<file path="config.mk">
export PLATFORM = sky130hd
export DESIGN_NAME = tgt_burst_seq
export DESIGN_NICKNAME = d
export VERILOG_FILES = /design/src/rtl/tgt_seq_pkg.sv /design/src/rtl/tgt_cmd_dec.sv /design/src/rtl/tgt_word_ctr.sv /design/src/rtl/tgt_burst_seq.sv
export SDC_FILE = /design/constraint.sdc
export NUM_CORES = 1
export LEC_CHECK = 0
export BUFFER_PORTS_ARGS = -buffer_cell sky130_fd_sc_hd__buf_2
export CORE_MARGIN = 1.5
export CORE_UTILIZATION = 30
export CTS_CLUSTER_SIZE = 14
export DETAILED_ROUTE_END_ITERATION = 7
export HOLD_SLACK_MARGIN = 0.06
export PLACE_DENSITY_LB_ADDON = 0.3
export SETUP_SLACK_MARGIN = 0.02
export SYNTH_ARGS = -nofsm -noshare
export SYNTH_HDL_FRONTEND = slang
export SYNTH_SLANG_ARGS = --single-unit
</file>
<file path="constraint.sdc">
create_clock -name clk -period 2.41 [get_ports clk]
set_input_delay 0.3615 -clock clk [delete_from_list [all_inputs] [get_ports clk]]
set_output_delay 0.3615 -clock clk [all_outputs]
set_load 0.05 [all_outputs]
</file>
<file path="src/rtl/tgt_seq_pkg.sv">
package tgt_seq_pkg;

  localparam logic [3:0] CMD_IO_RD   = 4'b0010;
  localparam logic [3:0] CMD_IO_WR   = 4'b0011;
  localparam logic [3:0] CMD_MEM_RD  = 4'b0110;
  localparam logic [3:0] CMD_MEM_WR  = 4'b0111;
  localparam logic [3:0] CMD_CFG_RD  = 4'b1010;
  localparam logic [3:0] CMD_CFG_WR  = 4'b1011;
  localparam logic [3:0] CMD_RD_MULT = 4'b1100;
  localparam logic [3:0] CMD_RD_LINE = 4'b1110;
  localparam logic [3:0] CMD_WR_INV  = 4'b1111;

  typedef enum logic [1:0] {
    SP_MEM = 2'd0,
    SP_IO  = 2'd1,
    SP_CFG = 2'd2
  } space_t;

  typedef enum logic [1:0] {
    EXT_PLAIN = 2'd0,
    EXT_LINE  = 2'd1,
    EXT_MULTI = 2'd2,
    EXT_WHOLE = 2'd3
  } ext_t;

  typedef struct packed {
    logic   known;
    logic   is_mem;
    logic   is_write;
    space_t space;
    ext_t   ext;
  } cmd_info_t;

  typedef enum logic [1:0] {
    ST_IDLE = 2'd0,
    ST_DATA = 2'd1,
    ST_SKIP = 2'd2
  } seq_state_t;

endpackage

</file>
<file path="src/rtl/tgt_cmd_dec.sv">
module tgt_cmd_dec
  import tgt_seq_pkg::*;
(
  input  logic [3:0] code,
  output cmd_info_t  info
);

  always_comb begin
    info          = '0;
    info.is_write = code[0];
    info.space    = SP_MEM;
    info.ext      = EXT_PLAIN;
    case (code)
      CMD_IO_RD, CMD_IO_WR: begin
        info.known = 1'b1;
        info.space = SP_IO;
      end
      CMD_CFG_RD, CMD_CFG_WR: begin
        info.known = 1'b1;
        info.space = SP_CFG;
      end
      CMD_MEM_RD, CMD_MEM_WR: begin
        info.known  = 1'b1;
        info.is_mem = 1'b1;
      end
      CMD_RD_MULT: begin
        info.known  = 1'b1;
        info.is_mem = 1'b1;
        info.ext    = EXT_MULTI;
      end
      CMD_RD_LINE: begin
        info.known  = 1'b1;
        info.is_mem = 1'b1;
        info.ext    = EXT_LINE;
      end
      CMD_WR_INV: begin
        info.known  = 1'b1;
        info.is_mem = 1'b1;
        info.ext    = EXT_WHOLE;
      end
      default: info = '0;
    endcase
  end

endmodule

</file>
<file path="src/rtl/tgt_word_ctr.sv">
module tgt_word_ctr #(
  parameter int WORD_W = 30
) (
  input  logic              clk,
  input  logic              rst,
  input  logic              load,
  input  logic [WORD_W-1:0] load_val,
  input  logic              adv,
  output logic [WORD_W-1:0] cnt
);

  always_ff @(posedge clk) begin
    if (rst)       cnt <= '0;
    else if (load) cnt <= load_val;
    else if (adv)  cnt <= cnt + 1'b1;
  end

endmodule

</file>
<file path="src/rtl/tgt_burst_seq.sv">
module tgt_burst_seq
  import tgt_seq_pkg::*;
#(
  parameter int          AD_W       = 32,
  parameter logic [31:0] BASE_ADDR  = 32'h8000_0000,
  parameter int          WIN_LOG2   = 16,
  parameter int          LINE_BYTES = 32
) (
  input  logic              clk,
  input  logic              rst,
  input  logic [AD_W-1:0]   ad_in,
  input  logic [3:0]        cmd_be_n,
  input  logic              bus_cyc_n,
  input  logic              init_rdy_n,
  output logic              tgt_sel_n,
  output logic              tgt_rdy_n,
  output logic              lcl_rd_stb,
  output logic              lcl_wr_stb,
  output logic [AD_W-3:0]   lcl_addr,
  output logic [3:0]        lcl_be,
  output logic [AD_W-1:0]   lcl_wdata,
  output logic [1:0]        lcl_space,
  output logic [1:0]        xfer_ext,
  output logic              lcl_line_end,
  output logic              lcl_mwi_err
);

  localparam int WORD_W     = AD_W - 2;
  localparam int LINE_WORDS = LINE_BYTES / 4;
  localparam int LINE_LSB   = $clog2(LINE_WORDS);

  seq_state_t  state;
  cmd_info_t   info, info_q;
  logic        frame_q;
  logic        addr_phase, win_hit, claim, hs, last_word;
  logic [WORD_W-1:0] cnt;

  tgt_cmd_dec u_dec (
    .code (cmd_be_n),
    .info (info)
  );

  assign addr_phase = (state == ST_IDLE) && !bus_cyc_n && frame_q;
  assign win_hit    = ad_in[AD_W-1:WIN_LOG2] == BASE_ADDR[AD_W-1:WIN_LOG2];
  assign claim      = info.known && (!info.is_mem || win_hit);
  assign hs         = (state == ST_DATA) && !init_rdy_n && !tgt_rdy_n;
  assign last_word  = &cnt[LINE_LSB-1:0];

  tgt_word_ctr #(.WORD_W(WORD_W)) u_ctr (
    .clk      (clk),
    .rst      (rst),
    .load     (addr_phase),
    .load_val (ad_in[AD_W-1:2]),
    .adv      (hs),
    .cnt      (cnt)
  );

  always_ff @(posedge clk) begin
    if (rst) begin
      state        <= ST_IDLE;
      frame_q      <= 1'b1;
      info_q       <= '0;
      tgt_sel_n    <= 1'b1;
      tgt_rdy_n    <= 1'b1;
      lcl_rd_stb   <= 1'b0;
      lcl_wr_stb   <= 1'b0;
      lcl_addr     <= '0;
      lcl_be       <= '0;
      lcl_wdata    <= '0;
      lcl_space    <= '0;
      xfer_ext     <= '0;
      lcl_line_end <= 1'b0;
      lcl_mwi_err  <= 1'b0;
    end else begin
      frame_q      <= bus_cyc_n;
      lcl_rd_stb   <= 1'b0;
      lcl_wr_stb   <= 1'b0;
      lcl_line_end <= 1'b0;
      lcl_mwi_err  <= 1'b0;
      case (state)
        ST_IDLE: begin
          if (addr_phase) begin
            info_q <= info;
            if (claim) begin
              state     <= ST_DATA;
              tgt_sel_n <= 1'b0;
              tgt_rdy_n <= 1'b0;
              lcl_space <= info.space;
              xfer_ext  <= info.ext;
            end else begin
              state <= ST_SKIP;
            end
          end
        end
        ST_DATA: begin
          if (hs) begin
            lcl_wr_stb   <= info_q.is_write;
            lcl_rd_stb   <= !info_q.is_write;
            lcl_addr     <= cnt;
            lcl_be       <= ~cmd_be_n;
            lcl_wdata    <= ad_in;
            lcl_line_end <= (info_q.ext == EXT_LINE) && last_word;
            lcl_mwi_err  <= (info_q.ext == EXT_WHOLE) && bus_cyc_n && !last_word;
            if (bus_cyc_n) begin
              state     <= ST_IDLE;
              tgt_sel_n <= 1'b1;
              tgt_rdy_n <= 1'b1;
            end
          end
        end
        ST_SKIP: begin
          if (bus_cyc_n && init_rdy_n) state <= ST_IDLE;
        end
        default: state <= ST_IDLE;
      endcase
    end
  end

  // Assertion support: the last strobed address within the current transaction
  logic              seen_stb;
  logic [WORD_W-1:0] prev_addr;
  logic              stb;
  assign stb = lcl_rd_stb || lcl_wr_stb;

  always_ff @(posedge clk) begin
    if (rst || addr_phase) begin
      seen_stb  <= 1'b0;
      prev_addr <= '0;
    end else if (stb) begin
      seen_stb  <= 1'b1;
      prev_addr <= lcl_addr;
    end
  end


  rdy_needs_sel_chk: assert property (@(posedge clk) disable iff (rst)
    !tgt_rdy_n |-> !tgt_sel_n);


  unknown_ignore_chk: assert property (@(posedge clk) disable iff (rst)
    (addr_phase && !info.known) |=> (tgt_sel_n && !stb));


  one_strobe_chk: assert property (@(posedge clk) disable iff (rst)
    hs |=> (lcl_rd_stb != lcl_wr_stb));


  addr_step_chk: assert property (@(posedge clk) disable iff (rst)
    (stb && seen_stb) |-> (lcl_addr == prev_addr + 1'b1));


  final_release_chk: assert property (@(posedge clk) disable iff (rst)
    (hs && bus_cyc_n) |=> (tgt_sel_n && tgt_rdy_n));


  line_end_chk: assert property (@(posedge clk) disable iff (rst)
    lcl_line_end |-> (lcl_rd_stb && (&lcl_addr[LINE_LSB-1:0])));


  mwi_err_chk: assert property (@(posedge clk) disable iff (rst)
    lcl_mwi_err |-> (lcl_wr_stb && tgt_sel_n && !(&lcl_addr[LINE_LSB-1:0])));

endmodule

</file>
* Word level (Yosys, flattened, before mapping)
Index checks and enable logic that the tools add are counted.
** Storage, ports and cells
- Register bits :: 111
- Input port bits :: 40
- Output and inout port bits :: 76
- Logic and storage cells :: 86
** Cells by class
- Add/sub/neg operators :: 1
- Eq/ne operators :: 19
- Multiplexer cells :: 18
- Bitwise gates (word level) :: 3
- Reductions and logical operators :: 30
** Operators with widths (count)
- 30-bit 2-to-1 mux :: 2
- 30-bit by 1-bit adder with 30-bit output, second input constant :: 1
- 4-bit == test, second input constant :: 5
- 16-bit == test, second input constant :: 1
- 2-bit one-hot mux with 3 select lines :: 2
- 2-bit 2-to-1 mux :: 5
- 2-bit inequality test, second input constant :: 5
- 1-bit logical AND :: 9
- 9-bit OR reduction :: 1
- 4-bit by 2-bit == test with 1-bit output, second input constant :: 2
- 4-bit by 3-bit == test with 1-bit output, second input constant :: 2
- 1-bit 2-to-1 mux :: 7
- 1-bit zero test :: 6
- 3-bit AND reduction :: 2
- 5-bit AND reduction :: 1
- 5-bit OR reduction :: 1
- 2-bit by 1-bit == test with 1-bit output, second input constant :: 2
- 2-bit == test, second input constant :: 2
- 4-bit NOT :: 1
- 2-bit one-hot mux with 2 select lines :: 1
- 2-bit AND reduction :: 2
- 4-bit AND reduction :: 1
- 2-bit nonzero test :: 2
- 2-bit OR reduction :: 2
- other kinds (5) :: 6

* Depth between registers and ports, before layout
Gate-level depths: netlist (run 1).
- Word-level depth :: 9
- Depth in mapped cells :: 7
- Gate-level depth less buffers :: 6

* Cells and area by module
A second synthesis (run 1) with hierarchy kept.
** Second synthesis, totals
- Cells, all modules :: 605
- Area total of the unflattened synthesis :: 4894.7 µm²
** Modules (own cells, without submodules)
- tgt_burst_seq :: instances 1, cells an instance 347, area an instance 2909.0 µm², seq. area each 1621.6 µm²
- tgt_word_ctr :: instances 1, cells an instance 248, area an instance 1910.6 µm², seq. area each 600.6 µm²
- tgt_cmd_dec :: instances 1, cells an instance 10, area an instance 75.1 µm², seq. area each 0.0 µm²

* Worst setup path after synthesis (run 1)
No wires, ideal clock.
- Path kind :: register -> register
- Start point :: reg tgt_rdy_n
- End point :: reg u_ctr.cnt[14]
- Setup time :: 0.074 ns
- Arrival time :: 1.832 ns
- Required time :: 2.336 ns
- Setup slack :: 0.504 ns
- Stages on the path, launching flop included :: 5
- Path buffers :: 1
- Clock period less this slack :: 1.906 ns
- Cell sequence :: dfxtp_1 or4b_1 buf_2 or4_1 a31oi_1
** Between the ends
- Cells in the longest elaborated chain, start to end :: 3
** RTL lines
- start, declared :: line tgt_burst_seq.sv:16 : output logic tgt_rdy_n,
- start signal, assigned :: line tgt_burst_seq.sv:64 : tgt_rdy_n <= 1'b1;
- start signal, assigned :: line tgt_burst_seq.sv:87 : tgt_rdy_n <= 1'b0;
- start signal, assigned :: line tgt_burst_seq.sv:107 : tgt_rdy_n <= 1'b1;
- 1-bit zero test :: line tgt_burst_seq.sv:46 : assign hs = (state == ST_DATA) && !init_rdy_n && !tgt_rdy_n;
- 1-bit logical AND :: line tgt_burst_seq.sv:46
- 2-bit nonzero test (no source line)
- end signal, assigned :: line tgt_word_ctr.sv:14 : else if (load) cnt <= load_val;
- end signal, assigned :: line tgt_word_ctr.sv:15 : else if (adv) cnt <= cnt + 1'b1;
- end, declared :: line tgt_word_ctr.sv:9 : output logic [WORD_W-1:0] cnt
No other way between the ends.
A chain may end at the register's enable or synchronous reset.

* Worst setup path in the final report (run 1)
- Start point :: reg state[1]
- End point :: reg u_ctr.cnt[14]
** Between the ends
- Cells in the longest elaborated chain, start to end :: 4
- Elaborated cells on any way between the ends :: 8
- Classes of those cells :: eq/ne (1); mux (1); reduce/logical (6)
** RTL lines
- start, declared :: line tgt_burst_seq.sv:32 : seq_state_t state;
- start signal, assigned :: line tgt_burst_seq.sv:60 : state <= ST_IDLE;
- start signal, assigned :: line tgt_burst_seq.sv:85 : state <= ST_DATA;
- start signal, assigned :: line tgt_burst_seq.sv:91 : state <= ST_SKIP;
- 2-bit by 1-bit == test with 1-bit output or 2-bit zero test (tied branches) :: line tgt_burst_seq.sv:46, tgt_burst_seq.sv:43
- 1-bit logical AND, on equally long branches (2 in series) :: line tgt_burst_seq.sv:46, tgt_burst_seq.sv:43
- 2-bit nonzero test (no source line) or 30-bit 2-to-1 mux (tied branches)
Several ways; a longest one is shown, not always the timed one.

==> results.ini, run 1 <==
[setup_path]
regToRegStartpoint=state[1]
worstPathArrival_ns=2.30
reg2reg_to=u_ctr.cnt[14]
cp.required_ns=2.70
timing.reg2reg.worst_path_depth=4
cp_max_fo=25
startpoint_type=flop
path_class=reg2reg
end_kind=flop
regToRegSetupSlack_ns=0.40

[power]
total_power_uw=3860
irDropWorstVdd_mv=0.309
power.density_nw_per_um2=673
p_leak_uw=0.00216

[route]
viasPerCell=5.12
routed_wl_um=13900
drtAntennaViolNets=0
wl_per_cell_um=16.0
drc_errors=0
vias=4441
firstDrtPassIters=4
drt-initial-drc-count=301

[synthesis]
synthCells=581
synth_cell_types=48
ys_seq_area_share_pct=47.5
synth-edff-count=0
ys_warn_count=0
ys_ff_latch=111
syn_area_per_cell_sq_um=8.05
async_reset_ff_share_pct=0
synth_flop_cell=dfxtp_1
synth_nets=623
syn_area_sq_um=4680

[finish]
drive_gt1_share_pct=22.7
nets=716
syn2layout_area_growth_pct=22.6
num_antenna_cells=0
layout.cells.most_common_list=nand2_1 (155), buf_2 (114), dfxtp_1 (111)
final_common_cell=nand2_1

[grt]
gr-total-overflow=0
antenna_found_initial=0
grt_max_degree=56
track_usage_pct=17.1
grt_pass1_wl_um=21600
grt_pass1_vias=4153

[floorplanning]
die_h_um=128
num_rows=45
die_x_um=128
io_pins=116
core-area_sq_um=15200
start_util_pct=30.8
die_area_sq_um=16300

[timing]
worst_pin_slew_ns=0.609
skew_ns=0.0103
finalCriticalPeriod_ns=2.01
post-route-period-util_pct=83.4
rsz0062_at_grt=false
setup_violations=0
setup_tns_ns=0
slew_headroom_pct=59.4
slew_violations=0
hold_ws_ns=0.239
finalHoldViolCount=0
fmax_mhz=498

[outcome]
status=completed

[worst_hold_path]
hold_class=in2reg
min_from=ad_in[1]
hold-path-endpoint=lcl_wdata[1]
hold_depth=3

[placed_design]
io_buffer_count=115
dp_hpwl_um=9880
gp_congestion=0.815

[clock_tree]
clockRootBuffer=clkbuf_16
clk_pin_slew_ns=0.07
cts.htree.levels=3
cts_tree=built
cts_max_path_buffers=2
clk_latency_ns=0.37
cts_buffers=9
post_cts_resized=0
holdBufCountCts=0
clock-sinks=111
post_cts_buffers=0

[run]
max_cap_violations=0

[worst max-delay path, stage by stage, from the launching register on]
cell     delay (ns)
dfxtp_1        0.40
or4b_4         0.61
buf_4          0.24
or4_1          0.51
a31oi_1        0.17
[area by class of cell]
class | count | area, sq um
fillers | 1605 | 9470
multi-input cells | 422 | 2270
flip-flops and latches | 111 | 2220
repair buffers | 127 | 668
clock buffers | 11 | 243
well taps | 188 | 235
clock inverters | 5 | 81.3
inverters | 3 | 11.3
[stage by stage]
step | instances | instance area (sq um) | setup slack (ns) | util [%]
3_3_place_gp | 851 | 5410 | 0.340 | 35.6
4_1_cts | 867 | 5730 | 0.400 | 37.7
3_5_place_dp | 851 | 5410 | 0.288 | 35.6
6_report | 867 | 5730 | 0.401 | 37.7
2_1_floorplan | 581 | 4680 | 0.504 | -
5_1_grt | 867 | 5730 | 0.284 | 37.7
[metal layers]
| metal | share of wire, % | routed length (um) | vias to the layer above | global-route usage, % |
|---|---|---|---|---|
| li1 | - | - | 2231 | - |
| met2 | 46 | 6390 | 129 | 26.9 |
| met3 | 6.5 | 907 | 15 | 4.55 |
| met5 | 0 | 0 | - | 0 |
| met1 | 46 | 6360 | 2066 | 22.8 |
| met4 | 1.7 | 230 | 0 | 5.75 |
[worst max path at each step]
| stage | start | cells past startpoint | slack (ns) | end |
|---|---|---|---|---|
| 2_1_floorplan | tgt_rdy_n | 4 | 0.50 | u_ctr.cnt[14] |
| 3_3_place_gp | ad_in[27] | 6 | 0.34 | xfer_ext[0] |
| 3_5_place_dp | ad_in[27] | 6 | 0.29 | xfer_ext[0] |
| 4_1_cts | state[1] | 4 | 0.40 | u_ctr.cnt[14] |
| 5_1_grt | state[1] | 5 | 0.28 | u_ctr.cnt[6] |
| 6_report | state[1] | 4 | 0.40 | u_ctr.cnt[14] |
[flip-flops by register name (all words and copies together) (netlist names), 2 cells and up]
signal	count
lcl_space	2
state	2
lcl_be	4
lcl_addr	30
u_ctr.cnt	30
lcl_wdata	32
xfer_ext	2
info_q	3
[power breakdown]
| part | internal, uW | total (uW) | switching, uW |
|---|---|---|---|
| logic | 104 | 279 | 175 |
| clock network | 940 | 1640 | 698 |
| registers | 1880 | 1940 | 63.7 |
| total | 2920 | 3860 | 937 |
[cell families (layout without fill, tap and decap cells)]
kind of cell    count (synthesis)  count (layout)  synth area share [%]
compound gates                145             145                  18.9
xor+xnor                        9               9                  1.69
fa+ha+maj                       2               2                 0.535
buf+inv                        48             146                  4.20
flops                         111             111                  47.5
mux                             4               4                 0.936
simple gates                  262             262                  26.2
[Yosys cell counts, types with 2 or more instances]
library cell  number  area [sq um]
o22ai_1            7          43.8
nor2_1            26          97.6
nor4_1             7          43.8
a21o_1             2          15.0
nand2_1          155           582
o211ai_1           5          37.5
and2_1             4          25.0
a21oi_1           84           420
dfxtp_1          111          2220
or2_2              2          12.5
o21ai_0            9          45.0
nand4b_1           3          26.3
or4b_1             3          30.0
buf_2             10          50.1
mux2_2             3          33.8
clkbuf_1          33           124
and3_1             5          31.3
xnor2_1            8          70.1
or3_1              4          25.0
and4_1             4          35.0
a31oi_1            8          50.1
nand2b_1           2          12.5
or4_1              4          30.0
a32oi_1            2          17.5
nor3_1            12          60.1
ha_1               2          25.0
a221oi_1           2          17.5
nand3_1           15          75.1
a211oi_1           6          45.0
a22oi_1           12          90.1
inv_1              3          11.3
or4_4              2          22.5
nand4_1            9          56.3
o311ai_0           3          26.3
(Power assumes the default switching activity.)
==> run 2: changes to the inputs <==
==> constraint.sdc (replaced) <==
create_clock -name clk -period 1.7 [get_ports clk]
set_input_delay 0.255 -clock clk [delete_from_list [all_inputs] [get_ports clk]]
set_output_delay 0.255 -clock clk [all_outputs]
set_load 0.05 [all_outputs]
==> results.ini, run 2 (synthesis gave the netlist of run 1 again) <==
[grt]
track_usage_pct=17.7
grt_pass1_vias=4581
grt_max_degree=55
gr-total-overflow=0
antenna_found_initial=0
grt_pass1_wl_um=22900

[route]
vias=4797
routed_wl_um=14700
drtAntennaViolNets=0
firstDrtPassIters=5
viasPerCell=5.09
drt-initial-drc-count=281
drc_errors=0
wl_per_cell_um=15.6

[power]
internal_power_uw=4050
power_frac_seq_pct=50.5
comb_power_share_pct=10.7
pwr-share-clk_pct=38.8
power.density_nw_per_um2=819
p_leak_uw=0.00262
irDropWorstVdd_mv=0.420
total_power_uw=5380
swShare_pct=24.6
power.switching_uw=1320

[timing]
fin_ws_ns=-0.0385
setup_violations=9
rsz0062_at_grt=true
hold_ws_ns=0.135
slew_violations=0
worst_pin_slew_ns=0.370
slew_headroom_pct=75.4
fmax_mhz=575
skew_ns=0.00706
finalCriticalPeriod_ns=1.74
post-route-period-util_pct=102
finalHoldViolCount=0

[clock_tree]
holdBufCountCts=0
clockRootBuffer=clkbuf_16
cts_tree=built
clk_latency_ns=0.35
clk_pin_slew_ns=0.07
cts_max_path_buffers=2
clock-sinks=111
cts_buffers=9
cts.htree.levels=3

[placed_design]
placed_cells=912
dp_hpwl_um=10500
io_buffer_count=115
gp_congestion=0.823

[floorplanning]
die_area_sq_um=16300
core-area_sq_um=15200
die_h_um=128
num_rows=45
die_x_um=128
io_pins=116
start_util_pct=30.8

[outcome]
status=complete, but fails checks
violations=negative setup slack

[finish]
largest_reg_flops=32
syn2layout_area_growth_pct=40.5
top_register=lcl_wdata
multiInputGateArea_sq_um=2450
regArea_sq_um=2240
top_regs=lcl_wdata x32, lcl_addr x30, u_ctr.cnt x30
fin_cells=942
num_antenna_cells=0
nets=791
drive_gt1_share_pct=35.7
layout.cells.most_common_list=nand2_1 (152), buf_2 (115), dfxtp_1 (101)
fillers=1541
final_common_cell=nand2_1

[setup_path]
path_class=reg2reg
startpoint_type=flop
cp_max_fo=5
cp.required_ns=2.00
worstPathArrival_ns=2.04
end_kind=flop

[run]
max_cap_violations=0

[worst_hold_path]
hold_class=in2reg

## run 2: worst paths after layout
path	startpoint	to	slack [ns]	cells after the start
min reg2reg	info_q[4]	lcl_rd_stb	0.44	1
max reg2reg	tgt_rdy_n	u_ctr.cnt[24]	-0.04	6
min	ad_in[1]	lcl_wdata[1]	0.13	3
max	tgt_rdy_n	u_ctr.cnt[24]	-0.04	6
## run 2: per-stage QoR
stage | cell area, sq um | TNS, ns | util, % | worst slack, ns
3_5_place_dp | 5890 | -2.44 | 38.8 | -0.210
3_3_place_gp | 5890 | -1.73 | 38.8 | -0.241
6_report | 6570 | -0.184 | 43.2 | -0.0385
2_1_floorplan | 4680 | -0.0734 | - | -0.0295
5_1_grt | 6570 | -1.33 | 43.2 | -0.137
4_1_cts | 6280 | -0.101 | 41.3 | -0.0291
## run 2: repair_timing
action                     CTS  global route
resized for setup           24            45
cloned                       0             3
buffers inserted             3             8
pin swaps                    6             8
setup endpoints to repair   52            56
## run 2: worst max-delay path, cell delays in order (launching register included)
cell,delay (ns)
dfxtp_4,0.36
nor4b_4,0.38
buf_4,0.18
nand4_1,0.12
or4_1,0.42
o211ai_1,0.09
nor2b_1,0.14
## run 2: power groups by stage
stage          sequential, uW  combinational, uW  clock, uW
4_1_cts                  2710                545       2150
5_1_grt                  2720                627       2260
6_report                 2710                578       2090
2_1_floorplan            2790                236          0
3_3_place_gp             2770                523          0
3_5_place_dp             2770                533          0
## run 2: final cells by class
type | count | area share [%]
clock buffers | 12 | 3.60
inverters | 3 | 0.171
flip-flops and latches | 111 | 34.1
repair buffers | 202 | 20.6
well taps | 188 | 3.58
multi-input cells | 422 | 37.3
clock inverters | 4 | 0.724
## run 2: per-layer routing
metal	global-route usage, %	part of all wire (%)	up-vias
met2	28.4	46	139
met5	0	0	-
li1	-	-	2385
met3	3.92	5.9	16
met4	5.29	1.5	0
met1	23.8	46	2257
